### config.mk
export PLATFORM = sky130hd
export DESIGN_NAME = lp_mode_seq
export DESIGN_NICKNAME = d
export VERILOG_FILES = /design/src/rtl/lpm_pkg.sv /design/src/rtl/lpm_mode_select.sv /design/src/rtl/lpm_wake_qual.sv /design/src/rtl/lpm_warm_timer.sv /design/src/rtl/lp_mode_seq.sv
export SDC_FILE = /design/constraint.sdc
export NUM_CORES = 1
export LEC_CHECK = 0
export BUFFER_PORTS_ARGS = -buffer_cell sky130_fd_sc_hd__buf_4
export CORE_AREA = 5 5 78 62
export DETAILED_ROUTE_END_ITERATION = 6
export DIE_AREA = 0 0 83 67
export PLACE_DENSITY = 0.77
export SLEW_MARGIN = 5
export SYNTH_ARGS = -nofsm -noshare
export SYNTH_HDL_FRONTEND = slang
export SYNTH_SLANG_ARGS = --single-unit
### constraint.sdc
create_clock -name clk -period 2.5 [get_ports clk]
set_clock_uncertainty 0.1 [all_clocks]
set_input_delay 0.25 -clock clk [delete_from_list [all_inputs] [get_ports clk]]
set_output_delay 0.25 -clock clk [all_outputs]
set_load 0.01 [all_outputs]
### src/rtl/lpm_pkg.sv
// Package: shared state and wake-source codes for the low-power sequencer.
// Assumes: states are only ever compared by name; the encodings are not decoded outside.
package lpm_pkg;
    typedef enum logic [2:0] {
        ST_RUN   = 3'd0,
        ST_SLEEP = 3'd1,
        ST_STOP  = 3'd2,
        ST_STBY  = 3'd3,
        ST_WARM  = 3'd4
    } lpm_state_t;

    typedef enum logic [1:0] {
        WK_NONE  = 2'd0,
        WK_SLEEP = 2'd1,
        WK_STOP  = 2'd2,
        WK_STBY  = 2'd3
    } wake_src_t;
endpackage

### src/rtl/lpm_mode_select.sv
// Module: picks the low-power state a wait request will enter.
// Assumes: configuration bits are stable in the cycle of the request.
module lpm_mode_select
    import lpm_pkg::*;
(
    input  logic       deep_sleep,
    input  logic       pdown_sel,
    output lpm_state_t target
);
    // Purpose: map the deep-sleep and power-down bits to a target state.
    always_comb begin
        if (!deep_sleep)
            target = ST_SLEEP;
        else if (pdown_sel)
            target = ST_STBY;
        else
            target = ST_STOP;
    end
endmodule

### src/rtl/lpm_wake_qual.sv
// Module: qualifies wake sources for each low-power state and builds the event strobe.
// Assumes: all inputs are synchronous to clk; pin and pending edges are seen
// against the previous cycle's sampled level.
module lpm_wake_qual #(
    parameter int NIRQ  = 8,
    parameter int NEXTI = 16,
    parameter int NPIN  = 8
) (
    input  logic             clk,
    input  logic             rst_n,
    input  logic [NIRQ-1:0]  irq_pend,
    input  logic             sev_on_pend,
    input  logic             event_in,
    input  logic [NEXTI-1:0] exti_evt,
    input  logic [NEXTI-1:0] exti_en,
    input  logic             serial_wake,
    input  logic [NPIN-1:0]  wkup_pin,
    input  logic [NPIN-1:0]  wkup_en,
    input  logic             rtc_evt,
    input  logic             ext_rst_req,
    input  logic             wdog_rst_req,
    output logic             evt_now,
    output logic             stop_wake,
    output logic             stby_wake
);
    logic [NIRQ-1:0] pend_q;
    logic [NPIN-1:0] pin_q;
    logic [NPIN-1:0] pin_hit;

    // Purpose: remember last-cycle pending and pin levels for edge detection.
    always_ff @(posedge clk) begin
        if (!rst_n) begin
            pend_q <= '0;
            pin_q  <= '0;
        end else begin
            pend_q <= irq_pend;
            pin_q  <= wkup_pin;
        end
    end

    // One rising-edge qualifier per wakeup pin, gated by its own enable.
    for (genvar g = 0; g < NPIN; g++) begin : g_pin
        assign pin_hit[g] = wkup_en[g] & wkup_pin[g] & ~pin_q[g];
    end

    // Purpose: combine sources into the three wake strobes.
    always_comb begin
        evt_now   = event_in | (sev_on_pend & |(irq_pend & ~pend_q));
        stop_wake = |(exti_evt & exti_en) | serial_wake;
        stby_wake = |pin_hit | rtc_evt | ext_rst_req | wdog_rst_req;
    end
endmodule

### src/rtl/lpm_warm_timer.sv
// Module: counts regulator warm-up cycles after a low-power-regulator stop.
// Assumes: load is only raised while idle; done lasts one cycle per load.
module lpm_warm_timer #(
    parameter int CW = 8
) (
    input  logic          clk,
    input  logic          rst_n,
    input  logic          load,
    input  logic [CW-1:0] load_val,
    output logic          done
);
    logic          busy;
    logic [CW-1:0] cnt;

    // Purpose: load the count, then step down to zero and go idle.
    always_ff @(posedge clk) begin
        if (!rst_n) begin
            busy <= 1'b0;
            cnt  <= '0;
        end else if (load) begin
            busy <= 1'b1;
            cnt  <= load_val;
        end else if (busy) begin
            if (cnt == '0)
                busy <= 1'b0;
            else
                cnt <= cnt - 1'b1;
        end
    end

    assign done = busy && (cnt == '0);

    AST_WARM_COUNTDOWN: assert property (@(posedge clk) disable iff (!rst_n)
        (busy && !load && cnt != '0) |=> (busy && cnt == $past(cnt) - 1'b1));
    AST_WARM_IDLE_AFTER_DONE: assert property (@(posedge clk) disable iff (!rst_n)
        (done && !load) |=> !busy);
endmodule

### src/rtl/lp_mode_seq.sv
// Module: low-power mode sequencer top. Enters Sleep, Stop or Standby on a wait
// request or on sleep-on-exit, and leaves on the wake sources each state allows.
// Assumes: request inputs are single-cycle pulses; configuration bits are plain
// inputs; the regulator choice is captured at entry to Stop.
module lp_mode_seq
    import lpm_pkg::*;
#(
    parameter int NIRQ  = 8,
    parameter int NEXTI = 16,
    parameter int NPIN  = 8,
    parameter int CW    = 8
) (
    input  logic             clk,
    input  logic             rst_n,
    input  logic             wfi_req,
    input  logic             wfe_req,
    input  logic             isr_exit,
    input  logic             deep_sleep,
    input  logic             pdown_sel,
    input  logic             lp_reg_sel,
    input  logic             sleep_on_exit,
    input  logic             sev_on_pend,
    input  logic [CW-1:0]    warm_cycles,
    input  logic             irq_take,
    input  logic [NIRQ-1:0]  irq_pend,
    input  logic             event_in,
    input  logic [NEXTI-1:0] exti_evt,
    input  logic [NEXTI-1:0] exti_en,
    input  logic             serial_wake,
    input  logic [NPIN-1:0]  wkup_pin,
    input  logic [NPIN-1:0]  wkup_en,
    input  logic             rtc_evt,
    input  logic             ext_rst_req,
    input  logic             wdog_rst_req,
    input  logic             sb_flag_clr,
    output logic             core_clk_off,
    output logic             sys_clk_stop,
    output logic             reg_lowpower,
    output logic             pd_off,
    output logic             clk_to_rc,
    output logic             wake_reset,
    output logic             standby_flag,
    output logic [1:0]       woke_from
);
    lpm_state_t state;
    lpm_state_t target;
    wake_src_t  woke_q;
    logic       lp_q;
    logic       wfe_q;
    logic       evt_latch;
    logic       evt_now, stop_wake, stby_wake;
    logic       warm_load, warm_done;
    logic       soe_hit, wfe_sleep, enter_any, stby_hit;

    lpm_mode_select u_sel (
        .deep_sleep (deep_sleep),
        .pdown_sel  (pdown_sel),
        .target     (target)
    );

    lpm_wake_qual #(.NIRQ(NIRQ), .NEXTI(NEXTI), .NPIN(NPIN)) u_wake (
        .clk          (clk),
        .rst_n        (rst_n),
        .irq_pend     (irq_pend),
        .sev_on_pend  (sev_on_pend),
        .event_in     (event_in),
        .exti_evt     (exti_evt),
        .exti_en      (exti_en),
        .serial_wake  (serial_wake),
        .wkup_pin     (wkup_pin),
        .wkup_en      (wkup_en),
        .rtc_evt      (rtc_evt),
        .ext_rst_req  (ext_rst_req),
        .wdog_rst_req (wdog_rst_req),
        .evt_now      (evt_now),
        .stop_wake    (stop_wake),
        .stby_wake    (stby_wake)
    );

    lpm_warm_timer #(.CW(CW)) u_warm (
        .clk      (clk),
        .rst_n    (rst_n),
        .load     (warm_load),
        .load_val (warm_cycles),
        .done     (warm_done)
    );

    // Purpose: decode entry triggers and per-state exit triggers.
    always_comb begin
        soe_hit   = sleep_on_exit & isr_exit;
        wfe_sleep = wfe_req & ~evt_latch;
        enter_any = (state == ST_RUN) & (wfi_req | wfe_sleep | soe_hit);
        stby_hit  = (state == ST_STBY) & stby_wake;
        warm_load = (state == ST_STOP) & stop_wake & lp_q;
    end

    // Purpose: mode state machine with registered exit pulses.
    always_ff @(posedge clk) begin
        if (!rst_n) begin
            state      <= ST_RUN;
            lp_q       <= 1'b0;
            wfe_q      <= 1'b0;
            woke_q     <= WK_NONE;
            clk_to_rc  <= 1'b0;
            wake_reset <= 1'b0;
        end else begin
            clk_to_rc  <= 1'b0;
            wake_reset <= 1'b0;
            case (state)
                ST_RUN: begin
                    if (enter_any) begin
                        state <= target;
                        lp_q  <= lp_reg_sel;
                        wfe_q <= wfe_sleep & ~wfi_req & ~soe_hit;
                    end
                end
                ST_SLEEP: begin
                    if (irq_take || (wfe_q && evt_now)) begin
                        state  <= ST_RUN;
                        woke_q <= WK_SLEEP;
                    end
                end
                ST_STOP: begin
                    if (stop_wake) begin
                        woke_q <= WK_STOP;
                        if (lp_q) begin
                            state <= ST_WARM;
                        end else begin
                            state     <= ST_RUN;
                            clk_to_rc <= 1'b1;
                        end
                    end
                end
                ST_WARM: begin
                    if (warm_done) begin
                        state     <= ST_RUN;
                        clk_to_rc <= 1'b1;
                    end
                end
                ST_STBY: begin
                    if (stby_wake) begin
                        state      <= ST_RUN;
                        wake_reset <= 1'b1;
                        woke_q     <= WK_STBY;
                    end
                end
                default: state <= ST_RUN;
            endcase
        end
    end

    // Purpose: sticky standby flag; a wake in the same cycle beats a clear.
    always_ff @(posedge clk) begin
        if (!rst_n)
            standby_flag <= 1'b0;
        else if (stby_hit)
            standby_flag <= 1'b1;
        else if (sb_flag_clr)
            standby_flag <= 1'b0;
    end

    // Purpose: event latch; set by events except the one ending a WFE sleep,
    // consumed by a WFE in run, wiped by the reset that follows Standby.
    always_ff @(posedge clk) begin
        if (!rst_n || stby_hit)
            evt_latch <= 1'b0;
        else
            evt_latch <= (evt_now & ~((state == ST_SLEEP) & wfe_q))
                       | (evt_latch & ~((state == ST_RUN) & wfe_req));
    end

    // Purpose: drive clock and power controls from the current state.
    always_comb begin
        core_clk_off = (state != ST_RUN);
        sys_clk_stop = (state == ST_STOP) || (state == ST_STBY) || (state == ST_WARM);
        pd_off       = (state == ST_STBY);
        reg_lowpower = (state == ST_STOP) && lp_q;
        woke_from    = woke_q;
    end

    AST_STANDBY_ALL_OFF: assert property (@(posedge clk) disable iff (!rst_n)
        pd_off |-> (sys_clk_stop && core_clk_off));
    AST_SYSSTOP_GATES_CORE: assert property (@(posedge clk) disable iff (!rst_n)
        sys_clk_stop |-> core_clk_off);
    AST_LPREG_ONLY_IN_STOP: assert property (@(posedge clk) disable iff (!rst_n)
        reg_lowpower |-> (sys_clk_stop && !pd_off));
    AST_RC_AFTER_STOP: assert property (@(posedge clk) disable iff (!rst_n)
        clk_to_rc |-> (!core_clk_off && $past(sys_clk_stop) && !$past(pd_off)));
    AST_RC_ONE_CYCLE: assert property (@(posedge clk) disable iff (!rst_n)
        clk_to_rc |=> !clk_to_rc);
    AST_RESET_ONE_CYCLE: assert property (@(posedge clk) disable iff (!rst_n)
        wake_reset |=> !wake_reset);
    AST_FLAG_WITH_RESET: assert property (@(posedge clk) disable iff (!rst_n)
        wake_reset |-> (standby_flag && woke_from == 2'd3 && $past(pd_off)));
    AST_FLAG_STICKY: assert property (@(posedge clk) disable iff (!rst_n)
        ($past(standby_flag) && !$past(sb_flag_clr)) |-> standby_flag);
endmodule

=== Yosys cells after proc, flatten, opt, wreduce, memory -nomap -nowiden ===
Index checks and enable logic that the tools add are counted.

* Logic and storage cells: 124
* Register bits: 36

* Bitwise operators: 53
* Equal/unequal tests: 10
* Reduce and logical (&&, ||, !) cells: 22
* Muxes and demuxes: 26
* $add $sub $neg: 1

{| class="wikitable"
|+ Operator list
! operator !! number
|-
| 1-bit AND || 29
|-
| 8-bit 2-to-1 mux || 3
|-
| 3-bit 2-to-1 mux || 7
|-
| 16-bit AND || 1
|-
| 16-bit OR reduction || 1
|-
| 8-bit OR reduction || 2
|-
| 3-bit one-hot mux with 5 select lines || 1
|-
| 1-bit inverter || 13
|-
| 1-bit 2-to-1 mux || 10
|-
| 8-bit AND || 1
|-
| 8-bit logical NOT || 1
|-
| 8-bit inverter || 1
|-
| 1-bit bitwise OR || 8
|-
| 8-bit by 1-bit subtractor with 8-bit output, second input constant || 1
|-
| 3-bit by 2-bit == test with 1-bit output, second input constant || 2
|-
| 2-bit 2-to-1 mux || 3
|-
| 2-bit by 1-bit inequality test with 1-bit output, second input constant || 3
|-
| 2-bit inequality test, second input constant || 3
|-
| 2-bit one-hot mux with 3 select lines || 1
|-
| 2-bit AND reduction || 3
|-
| 3-bit nonzero test || 2
|-
| 5-bit AND reduction || 1
|-
| 1-bit logical OR || 4
|-
| 4-bit AND reduction || 1
|-
| other kinds (7) || 10
|}

=== Longest topological paths before layout ===
* Depth in word-level cells: 9
* Mapped depth: 8
* Depth with buffers taken out: 8

=== Cells and area by module ===
Synthesis repeated with hierarchy kept, for this count alone.

* Cells, all modules: 203
* Area total of the unflattened synthesis: 1785.5 um2

{| class="wikitable"
|+ By module, submodules not included
! module !! area an instance (um2) !! instances !! cells each
|-
| lpm_wake_qual || 645.6 || 1 || 73
|-
| lp_mode_seq || 589.3 || 1 || 64
|-
| lpm_warm_timer || 525.5 || 1 || 62
|-
| lpm_mode_select || 25.0 || 1 || 4
|}

=== Worst setup path before layout ===
Ideal clock, no wire load.

* Path type: register to register
* From: reg u_warm.cnt[2]
* To: reg u_warm.cnt[3]
* Stages on the path, launching flop included: 6
* Path slack: 638 ps
* Clock period less this slack: 1862 ps
* Arrival: 1676 ps
* Path buffers: 0
* Required time: 2314 ps
* Library setup time: 86 ps
* Cell sequence: dfxtp_1 or4_4 o31ai_4 nor4_1 xnor2_1 a211oi_1

* Longest elaborated chain between the ends: 4
* Elaborated cells between the ends (all ways): 7
* Classes of those cells: add/sub: 1; eq/ne: 1; mux: 3; reduce/logical: 2

{| class="wikitable"
|+ Ends and longest elaborated chain
! what !! RTL line !! source
|-
| start, declared || lpm_warm_timer.sv:13 || <nowiki>logic [CW-1:0] cnt;</nowiki>
|-
| start signal, assigned || lpm_warm_timer.sv:22 || <nowiki>cnt <= load_val;</nowiki>
|-
| start signal, assigned || lpm_warm_timer.sv:27 || <nowiki>cnt <= cnt - 1'b1;</nowiki>
|-
| 8-bit by 1-bit subtractor with 8-bit output || lpm_warm_timer.sv:27 ||
|-
| 8-bit 2-to-1 mux || lpm_warm_timer.sv:24 || <nowiki>if (cnt == '0)</nowiki>
|-
| 8-bit 2-to-1 mux || lpm_warm_timer.sv:23 || <nowiki>end else if (busy) begin</nowiki>
|-
| 8-bit 2-to-1 mux || lpm_warm_timer.sv:20 || <nowiki>end else if (load) begin</nowiki>
|}

Parallel ways exist; a longest one is shown, timed or not. The select of a mux whose other input is x is not followed.
A chain may end at the register's enable or synchronous reset.

=== Worst setup path after layout ===
* From: reg u_warm.cnt[2]
* To: reg u_warm.cnt[5]

The elaborated chain is that of the path after synthesis.

==> metrics <==
leakage=approximately 1.2 nW; final wirelength=4839 um; synthesized instance count=199; Worst slew margin=51.07%; largest net degree at the start of global routing=24; Seq cells post-synth=36; I/O Pins=90; post-synth net total=282; DR iter-0 viols=66; CP max FO=9; root buffer cell=clkbuf_8; DR WL/cell=14.03 um; Setup Buffers After CTS=0; outcome=finished clean; final setup vio count=0; Pre-antenna DRT Iters=4; CTS tree=done; via count=1,732; H-Tree Depth=2; Switching Power=0.3361 mW; Crit path arrival time=2.13 ns; global-route wire length before repair=8217 um; Max Cap Violations=0; Mapped Area=1689 sq um; post-synthesis sequential area ratio=42.67%; Post-Route Utilization=63.92%; setup_tns=0 ns; Port Buffers=89; Chip Height=67 um; Final Hold Fails=0; sequential share of power=43.5%; fin nets=372; Starting Density=42.72%; Worst Setup End Kind=flop; die area=5561 sq um; RSZ-0062 raised after global routing=false; # DRC=0; synth unique cells=42; Clk pin slew, worst setup/hold paths=~0.07 ns; initial antenna violation count=0; Yosys warnings=0; share of cells above drive strength 1=35.52%; Clk pwr share=roughly two fifths; Num CTS Buffers=5; Final Cycle Share=81.15%; nature of the critical path startpoint=flop; crit path time final=2.029 ns; Max Slew Vio Count=0; GRT Util Overall=18.59%; fmax=492.9 MHz; combinational power share=18.0%; core area=3954 sq um; diode count=0; Synth area leader=dfxtp_1; commonest non-fill, non-tap cell in the layout=buf_4; Hold Crit Class=in -> reg; leading post-synthesis cells by cell area=dfxtp_1 43%, nor2_1 5.8%, and2_1 3.7%; Yosys top cell area share=42.67%; # resized after CTS=0; Final Wtd Congestion=between 0.8 and 0.9; P_int=about 1.1 mW; total power per unit cell area=573.2 nW/um^2; DP Wirelength=roughly 3800 um; ANT nets after route=0; clk buf depth=2; standard-cell rows=20; vias per std cell=5.020; VDD IR max=458.6 uV; Sw Share=23.20%; Least-Margin Pin Slew=roughly 0.73 ns; Overflow after GRT=0; Mean Syn Cell Area=approximately 8.5 sq um; Skew-Pair Late Insertion Delay=0.29 ns; vias in the first global route=between 1,500 and 2,000; Setup Crit Path Kind=reg -> reg; Die W=83 um; Clock Sinks=36; CP required=2.60 ns; CTS Hold Bufs=0; commonest non-fill, non-tap cells in the layout=89 x buf_4, 36 x dfxtp_1, 26 x nor2_1, 15 x inv_1, 15 x nand2_1; P&R area growth vs syn=49.63%
-- power groups by stage --
stage,clock network [mW],registers [mW],logic [mW]
4_1_cts,0.569,0.630,0.264
3_5_place_dp,0,0.643,0.263
6_report,0.557,0.630,0.261
2_1_floorplan,0,0.640,0.120
5_1_grt,0.595,0.635,0.292
3_3_place_gp,0,0.642,0.256
-- routing by layer --
layer | GRT usage, % | vias up | routed length [um]
met5 | 0 | - | 0
met1 | 20.95 | 776 | 2089
met2 | 32.40 | 66 | 2265
li1 | - | 880 | -
met3 | 7.046 | 10 | 400
met4 | 6.735 | 0 | 84
-- cell families after synthesis --
| family | share of synthesized area (%) |
|---|---|
| muxes | 2.370 |
| AOI/OAI and AO/OA | 18.30 |
| DFF | 42.67 |
| adders and majority gates | 1.481 |
| and+or+nand+nor | 27.26 |
| xor gates and xnor gates | 3.111 |
| buffers and inverters | 4.814 |
-- worst max-delay path: stages (launching register included) --
cell	delay, ns
dfxtp_1	0.35
or4_4	0.58
o31ai_4	0.42
nor4_1	0.11
xnor2_1	0.15
a211oi_1	0.22
-- synthesized netlist by cell type, drive strengths merged --
cell type,count
o21ai,5
o31ai,1
clkbuf,4
inv,15
and3b,1
nor2b,2
and4,1
nand2,15
ha,2
a2111o,1
a31oi,1
o21a,1
and2,10
nand2b,4
dfxtp,36
nor2,26
or3,1
nor4,3
buf,2
or4,2
o211a,1
a31o,1
nand3b,7
o22ai,6
a211oi,5
a41oi,1
xnor2,6
a22o,1
nor3,6
a22oi,6
a21oi,8
a21bo,1
nand4,3
nand3,2
and3,4
nor3b,1
a21o,1
a2111oi,1
a222oi,1
mux2i,4
-- layout make-up --
| type | count | area, sq um |
|---|---|---|
| sequential | 36 | 720.7 |
| clock inverter | 1 | 30.03 |
| clock buffer | 7 | 96.34 |
| fill | 362 | 1426 |
| timing repair buffer | 89 | 668.1 |
| multi-input combinational | 142 | 887.1 |
| tap | 55 | 68.82 |
| inverter | 15 | 56.30 |
-- state kept, by name (all words and copies together) (netlist names) --
register / cells
u_wake.pend_q: 8
u_warm.busy: 1
state: 3
u_wake.pin_q: 8
clk_to_rc: 1
lp_q: 1
evt_latch: 1
woke_from: 2
wfe_q: 1
wake_reset: 1
u_warm.cnt: 8
standby_flag: 1
-- path summary, 6_finish.rpt --
check                                   from                         end  slack, ns  cells after the start
hold / removal                   wkup_pin[0]  u_wake.pin_q[0]$_SDFF_PN0_       0.07                      2
setup / recovery  u_warm.cnt[2]$_SDFFE_PN0P_  u_warm.cnt[5]$_SDFFE_PN0P_       0.47                      5
hold reg to reg    standby_flag$_SDFFE_PN0P_   standby_flag$_SDFFE_PN0P_       0.38                      2
setup reg to reg  u_warm.cnt[2]$_SDFFE_PN0P_  u_warm.cnt[5]$_SDFFE_PN0P_       0.47                      5
-- stage by stage --
step | hold slack [ns] | area [sq um] | power, mW | setup slack (ns) | instances
detailed placement | 0.3673 | 2401 | 0.9052 | 0.4820 | 337
global placement | 0.3601 | 2401 | 0.8986 | 0.5619 | 337
global route | 0.05963 | 2527 | 1.522 | 0.3321 | 345
CTS | 0.06202 | 2527 | 1.463 | 0.4827 | 345
floorplan | 0.2717 | 1689 | 0.7598 | 0.6385 | 199
finish | 0.07121 | 2527 | 1.449 | 0.4713 | 345
No activity file was read; power rests on OpenSTA's default activity.
